$ cat src/rtl/sched_pkg.sv
package sched_pkg;

    localparam int NUM_LVL = 5;
    localparam int LVL_W   = 3;

    typedef enum logic [LVL_W-1:0] {
        LVL_SH = 3'd0,
        LVL_HI = 3'd1,
        LVL_MH = 3'd2,
        LVL_ML = 3'd3,
        LVL_LO = 3'd4
    } lvl_e;

    typedef enum logic {
        SCH_IDLE = 1'b0,
        SCH_BUSY = 1'b1
    } sch_state_e;

    // Codes outside the five tiers fall into the lowest tier.
    function automatic lvl_e clamp_lvl(input logic [LVL_W-1:0] code);
        if (code > 3'd4) return LVL_LO;
        return lvl_e'(code);
    endfunction

endpackage

$ cat src/rtl/sched_admit.sv
module sched_admit #(
    parameter  int NQ    = 8,
    parameter  int CNT_W = 8,
    localparam int QW    = (NQ > 1) ? $clog2(NQ) : 1
) (
    input  logic                  enq_valid,
    input  logic [QW-1:0]         enq_qid,
    input  logic                  enq_lp,
    input  logic [NQ-1:0]         cfg_early,
    input  logic [NQ*CNT_W-1:0]   cfg_limit,
    input  logic [NQ*CNT_W-1:0]   cfg_thresh,
    input  logic [NQ*CNT_W-1:0]   occ_flat,
    output logic                  accept,
    output logic                  drop
);
    logic [CNT_W-1:0] cur, lim, thr;
    logic             early, in_range, room;

    always_comb begin
        cur      = '0;
        lim      = '0;
        thr      = '0;
        early    = 1'b0;
        in_range = 1'b0;
        for (int q = 0; q < NQ; q++) begin
            if (enq_qid == QW'(q)) begin
                cur      = occ_flat[q*CNT_W +: CNT_W];
                lim      = cfg_limit[q*CNT_W +: CNT_W];
                thr      = cfg_thresh[q*CNT_W +: CNT_W];
                early    = cfg_early[q];
                in_range = 1'b1;
            end
        end
        room = (cur < lim);
        if (early && enq_lp) room = room && (cur < thr);
        accept = enq_valid && in_range && room;
        drop   = enq_valid && !accept;
    end
endmodule

$ cat src/rtl/sched_occ_bank.sv
module sched_occ_bank #(
    parameter  int NQ    = 8,
    parameter  int CNT_W = 8,
    localparam int QW    = (NQ > 1) ? $clog2(NQ) : 1
) (
    input  logic                clk,
    input  logic                rst_n,
    input  logic                inc_valid,
    input  logic [QW-1:0]       inc_qid,
    input  logic                dec_valid,
    input  logic [QW-1:0]       dec_qid,
    output logic [NQ*CNT_W-1:0] occ_flat,
    output logic [NQ-1:0]       nonempty
);
    for (genvar q = 0; q < NQ; q++) begin : g_cnt
        logic [CNT_W-1:0] cnt_q;
        logic             inc_hit, dec_hit;

        assign inc_hit = inc_valid && (inc_qid == QW'(q));
        assign dec_hit = dec_valid && (dec_qid == QW'(q));

        always_ff @(posedge clk or negedge rst_n) begin
            if (!rst_n) begin
                cnt_q <= '0;
            end else begin
                unique case ({inc_hit, dec_hit})
                    2'b10:   cnt_q <= cnt_q + 1'b1;
                    2'b01:   cnt_q <= cnt_q - 1'b1;
                    default: cnt_q <= cnt_q;
                endcase
            end
        end

        assign occ_flat[q*CNT_W +: CNT_W] = cnt_q;
        assign nonempty[q]                = (cnt_q != '0);
    end
endmodule

$ cat src/rtl/sched_level_rr.sv
module sched_level_rr #(
    parameter  int NQ = 8,
    localparam int QW = (NQ > 1) ? $clog2(NQ) : 1
) (
    input  logic          clk,
    input  logic          rst_n,
    input  logic [NQ-1:0] req,
    input  logic          advance,
    output logic          any,
    output logic [QW-1:0] pick
);
    logic [QW-1:0] ptr_q;

    // The downward scan lets the smallest offset from the pointer win.
    always_comb begin
        pick = '0;
        for (int i = NQ - 1; i >= 0; i--) begin
            if (req[(int'(ptr_q) + i) % NQ]) pick = QW'((int'(ptr_q) + i) % NQ);
        end
        any = |req;
    end

    always_ff @(posedge clk or negedge rst_n) begin
        if (!rst_n)       ptr_q <= '0;
        else if (advance) ptr_q <= QW'((int'(pick) + 1) % NQ);
    end
endmodule

$ cat src/rtl/egress_prio_sched.sv
module egress_prio_sched
    import sched_pkg::*;
#(
    parameter  int NQ    = 8,
    parameter  int CNT_W = 8,
    localparam int QW    = (NQ > 1) ? $clog2(NQ) : 1
) (
    input  logic                 clk,
    input  logic                 rst_n,
    input  logic                 enq_valid,
    input  logic [QW-1:0]        enq_qid,
    input  logic                 enq_lp,
    output logic                 enq_accept,
    output logic                 enq_drop,
    input  logic [NQ*LVL_W-1:0]  cfg_level,
    input  logic [NQ-1:0]        cfg_early,
    input  logic [NQ*CNT_W-1:0]  cfg_limit,
    input  logic [NQ*CNT_W-1:0]  cfg_thresh,
    output logic [NQ*CNT_W-1:0]  occ,
    input  logic                 tx_ready,
    output logic                 grant_valid,
    output logic [QW-1:0]        grant_qid
);
    sch_state_e       state_q, state_d;
    logic [NQ-1:0]    nonempty;
    logic [NQ-1:0]    lvl_req  [NUM_LVL];
    logic             lvl_any  [NUM_LVL];
    logic [QW-1:0]    lvl_pick [NUM_LVL];
    logic [NUM_LVL-1:0] lvl_adv;
    int unsigned      sel_lvl;
    logic [CNT_W-1:0] grant_cnt;
    logic             last_pkt;

    sched_admit #(.NQ(NQ), .CNT_W(CNT_W)) admit_i (
        .enq_valid (enq_valid),
        .enq_qid   (enq_qid),
        .enq_lp    (enq_lp),
        .cfg_early (cfg_early),
        .cfg_limit (cfg_limit),
        .cfg_thresh(cfg_thresh),
        .occ_flat  (occ),
        .accept    (enq_accept),
        .drop      (enq_drop)
    );

    sched_occ_bank #(.NQ(NQ), .CNT_W(CNT_W)) occ_i (
        .clk      (clk),
        .rst_n    (rst_n),
        .inc_valid(enq_accept),
        .inc_qid  (enq_qid),
        .dec_valid(grant_valid),
        .dec_qid  (grant_qid),
        .occ_flat (occ),
        .nonempty (nonempty)
    );

    for (genvar l = 0; l < NUM_LVL; l++) begin : g_lvl
        for (genvar q = 0; q < NQ; q++) begin : g_req
            assign lvl_req[l][q] = nonempty[q] &&
                (clamp_lvl(cfg_level[q*LVL_W +: LVL_W]) == lvl_e'(l));
        end
        assign lvl_adv[l] = grant_valid && (sel_lvl == l);

        sched_level_rr #(.NQ(NQ)) rr_i (
            .clk    (clk),
            .rst_n  (rst_n),
            .req    (lvl_req[l]),
            .advance(lvl_adv[l]),
            .any    (lvl_any[l]),
            .pick   (lvl_pick[l])
        );
    end

    // The highest tier with backlog takes the grant.
    always_comb begin
        sel_lvl = NUM_LVL - 1;
        for (int l = NUM_LVL - 1; l >= 0; l--) begin
            if (lvl_any[l]) sel_lvl = l;
        end
    end

    always_comb begin
        grant_cnt = '0;
        for (int q = 0; q < NQ; q++) begin
            if (grant_qid == QW'(q)) grant_cnt = occ[q*CNT_W +: CNT_W];
        end
        last_pkt = ($countones(nonempty) == 1) && (grant_cnt == CNT_W'(1));
    end

    // State register.
    always_ff @(posedge clk or negedge rst_n) begin
        if (!rst_n) state_q <= SCH_IDLE;
        else        state_q <= state_d;
    end

    // Next state: wake, drain or stay.
    always_comb begin
        state_d = state_q;
        unique case (state_q)
            SCH_IDLE: if (enq_accept) state_d = SCH_BUSY;
            SCH_BUSY: if (grant_valid && last_pkt && !enq_accept) state_d = SCH_IDLE;
            default:  state_d = SCH_IDLE;
        endcase
    end

    // Outputs.
    always_comb begin
        grant_valid = 1'b0;
        grant_qid   = lvl_pick[sel_lvl];
        unique case (state_q)
            SCH_IDLE: grant_valid = 1'b0;
            SCH_BUSY: grant_valid = tx_ready;
            default:  grant_valid = 1'b0;
        endcase
    end
endmodule

$ cat config.mk
export PLATFORM = sky130hd
export DESIGN_NAME = egress_prio_sched
export DESIGN_NICKNAME = d
export VERILOG_FILES = /design/src/rtl/sched_pkg.sv /design/src/rtl/sched_admit.sv /design/src/rtl/sched_occ_bank.sv /design/src/rtl/sched_level_rr.sv /design/src/rtl/egress_prio_sched.sv
export SDC_FILE = /design/constraint.sdc
export NUM_CORES = 1
export LEC_CHECK = 0
export BUFFER_PORTS_ARGS = -buffer_cell sky130_fd_sc_hd__buf_4
export CORE_ASPECT_RATIO = 0.8
export CORE_UTILIZATION = 50
export CTS_BUF_LIST = sky130_fd_sc_hd__clkbuf_16
export CTS_CLUSTER_DIAMETER = 50
export DETAILED_ROUTE_END_ITERATION = 16
export GPL_TIMING_DRIVEN = 0
export PLACE_DENSITY = 0.73
export SLEW_MARGIN = 15
export SYNTH_ARGS = -nofsm -noshare
export SYNTH_HDL_FRONTEND = slang
export SYNTH_SLANG_ARGS = --single-unit
$ cat constraint.sdc
create_clock -name clk -period 18 [get_ports clk]
set_clock_uncertainty 0.1 [all_clocks]
set_input_delay 1.8 -clock clk [delete_from_list [all_inputs] [get_ports clk]]
set_output_delay 1.8 -clock clk [all_outputs]
set_load 0.05 [all_outputs]
==> summary.txt <==
Worst setup path
  – Bufs and invs on worst path: 5
  – CP max stage delay: 0.61 ns
  – Reg-to-Reg Start: g_lvl[1].rr_i.ptr_q[1]
  – Most frequent CP cell: a21oi_1
  – Worst R2R Path Depth: 27
  – RR Endpoint: occ_i.g_cnt[0].cnt_q[7]
  – Crit end category: flop
  – Critical path's slowest cell: buf_1
  – Crit path launch: enq_qid[0]
  – Setup CP Type: primary input to flop
  – Critical Path Start Type: primary input
  – Worst-path fanout max: 10
  – CP arrival: 9.38 ns
  – Flop-to-flop setup slack: 9.97 ns
  – Worst path required time: ~18 ns
  – Cell family with most CP delay: buffers and inverters

Synth
  – Yosys reg bits: 80
  – Synth async-reset ratio: 1.00
  – Register area share after synthesis: 0.148
  – Mean Syn Cell Area: 8.45 um2
  – Area contributors post-synth: dfrtp_1 15%, mux4_2 11%, ha_1 8.1%, mux2i_1 7.5%, o21ai_0 4.4%
  – Post-Syn Instances: between 1500 and 2000
  – YS warnings: 0
  – Top cell type by total area after synthesis: dfrtp_1
  – Yosys cell types: 92
  – EDFF count, synth: 0
  – Synth top area share: 0.148
  – Synth top cells by count: 132 x nand2_1, 118 x o21ai_0, 113 x a21oi_1
  – Top-count cell post-synth: nand2_1
  – Post-synth top flop: dfrtp_1
  – Syn Nets: 1871
  – Synthesized area: ~14000 um2

CTS
  – Cts hold-fix bufs: 0
  – H-tree depth: 3
  – Setup bufs post-CTS: 0
  – Clock transition at path regs: ~0.070 ns
  – Worst-case clock buffer depth: 2
  – Post-CTS sizing: 0
  – Worst-Skew Late Latency: 0.36 ns
  – Root buffer cell: clkbuf_16
  – CTS sink cnt: 80
  – Number of buffers created by CTS: 9
  – TritonCTS clock tree: yes

Floorplanning
  – Die area: between 20000 and 30000 um2
  – Die Y: around 150 um
  – Rows: 53
  – CORE AREA: between 20000 and 30000 um2
  – Starting Density: 0.512
  – Die Wd: between 150 and 200 um
  – Top Ports: between 200 and 250

STA
  – Worst slew margin relative to its limit: 0.157
  – Final Hold Viols: 0
  – Fmax: around 110 MHz
  – Setup violators final: 0
  – Crit share post-route: 0.513
  – Slew @ Worst Pin: 1.25 ns
  – RSZ-0062 raised after global routing: no
  – Min cycle time layout: slightly above 9 ns
  – Final TNS setup: 0 ns
  – Slew Viols, Final: 0

Layout
  – Antenna fix cells: 0
  – Area Overhead vs Synth: 18.7%
  – Final #Nets: around 2100
  – Layout fillers: 2381
  – Layout cell share with drive strength beyond 1: 0.214

Min path
  – Hold path depth: 1
  – Hold Path Sink: occ_i.g_cnt[1].cnt_q[7]
  – Worst min-delay path startpoint: occ_i.g_cnt[1].cnt_q[7]
  – Hold Crit Class: flop to flop

Global route
  – First-pass GRT wire length: 80200 um
  – Vias in the first global route: 13700
  – Initial antenna violation count: 0
  – GRT Total Usage: 0.382
  – Grt ovf: 0
  – Largest net degree at the start of global routing: ~80

Route
  – Iter 0 DRT Violations: ~2100
  – Final wirelength: about 53000 um
  – Remaining antenna violation count: 0
  – WL per Instance: about 24 um
  – DRC errors left: 0
  – Vias: around 15000
  – Vias per cell: between 6 and 7
  – Pre-Repair DR Iteration Count: 6

Pwr
  – Pwr Total: about 3600 uW
  – Leak: between 0.006 and 0.007 uW
  – VDD IR-drop max: 0.140 mV
  – Total power per unit cell area: 225 nW/um2

Placement
  – GP Congestion: 1.04
  – Port-buffer cells: 233
  – Detailed Place HPWL: 42600 um

Run status
  – Run status: complete, no violations

Flow run
  – # Max-Cap Violations: 0
## worst register-to-register path, cell delays in order, from the launching register on
cell,delay (ns)
dfrtp_1,0.43
buf_1,0.45
clkinv_1,0.44
ha_1,0.56
clkbuf_1,0.49
o2111ai_1,0.32
nand2_1,0.16
o21ai_0,0.20
o2111ai_1,0.27
o211ai_1,0.11
a21oi_1,0.60
o21ai_0,0.23
or3_1,0.35
a221o_1,0.33
clkbuf_1,0.26
or2_2,0.36
nor2_1,0.21
ha_1,0.36
ha_1,0.29
a21o_1,0.17
a21oi_1,0.24
o21bai_1,0.10
a21oi_1,0.22
o21bai_1,0.11
a21oi_1,0.20
xnor2_1,0.13
nor2_1,0.06
xor2_1,0.15
## cell type report
| class | instances | area (um2) | share of cell area |
|---|---|---|---|
| Multi-Input combinational cell | 1351 | 10900 | 0.677 |
| Sequential cell | 80 | 2000 | 0.125 |
| Timing Repair Buffer | 233 | 1750 | 0.109 |
| Tap cell | 357 | 447 | 0.0278 |
| Buffer | 86 | 353 | 0.0219 |
| Inverter | 86 | 323 | 0.0201 |
| Clock buffer | 9 | 225 | 0.0140 |
| Clock inverter | 7 | 87.6 | 0.00545 |
## how the worst max path moves through the flow
stage | end | slack (ns) | cells past startpoint
5_1_grt | occ_i.g_cnt[2].cnt_q[7] | 8.25 | 29
4_1_cts | occ_i.g_cnt[2].cnt_q[7] | 8.91 | 29
2_1_floorplan | occ_i.g_cnt[2].cnt_q[7] | 10.33 | 29
3_3_place_gp | occ_i.g_cnt[7].cnt_q[7] | 8.66 | 30
3_5_place_dp | occ_i.g_cnt[2].cnt_q[7] | 8.55 | 29
6_report | occ_i.g_cnt[2].cnt_q[7] | 8.76 | 29
## logic make-up after synthesis
logic type,Yosys count,share of synthesized area
simple gates,425,0.162
xor+xnor,88,0.0569
compound gates,538,0.270
mux,200,0.215
buf+inv,172,0.0499
fa+ha+maj,100,0.0990
flops,80,0.148
## power breakdown
part | leakage, uW | switching, uW | internal, uW
Sequential | 0.00101 | 165 | 255
Clock | 0.000152 | 82.7 | 120
Combinational | 0.00580 | 1850 | 1140
## cell usage in the layout (no fill, tap or decap), types with 12 or more instances in the layout
cell type,n
o211ai_1,31
clkbuf_1,64
nor4_1,12
nor2b_1,16
mux2i_1,102
a21o_1,25
xnor2_1,54
buf_1,16
a2111oi_0,12
a21oi_1,113
mux4_2,66
a211o_1,12
buf_4,232
or4_1,14
o21ai_0,118
o21bai_1,27
nand3_1,23
fa_1,12
ha_1,88
inv_1,74
xor2_1,34
a211oi_1,20
a21boi_0,21
nor3_1,30
o22ai_1,26
o2111ai_1,15
nand2_1,132
dfrtp_1,80
nor2_1,108
mux2_2,27
nand2b_1,16
## state kept, by name, indices dropped and copies added (netlist names)
signal and cells:
state_q 1, g_lvl.rr_i.ptr_q 15, occ_i.g_cnt.cnt_q 64
## stage by stage
stage / instances / hold WS [ns] / instance area [um2] / setup slack (ns) / util
floorplan: 1603 / 0.472 / 13500 / 10.33 / -
global placement: 2193 / 0.432 / 15700 / 8.66 / 0.595
detailed placement: 2193 / 0.440 / 15700 / 8.55 / 0.595
CTS: 2209 / 0.453 / 16100 / 8.91 / 0.607
global route: 2209 / 0.491 / 16100 / 8.25 / 0.608
finish: 2209 / 0.464 / 16100 / 8.76 / 0.608
## per-layer routing
metal,vias up,global-route usage,wire length [um]
met5,-,0,0
met2,966,0.525,22100
met4,0,0.103,1430
li1,6646,-,-
met3,103,0.111,6640
met1,7198,0.571,23000
Power figures use the tool's default switching activity.
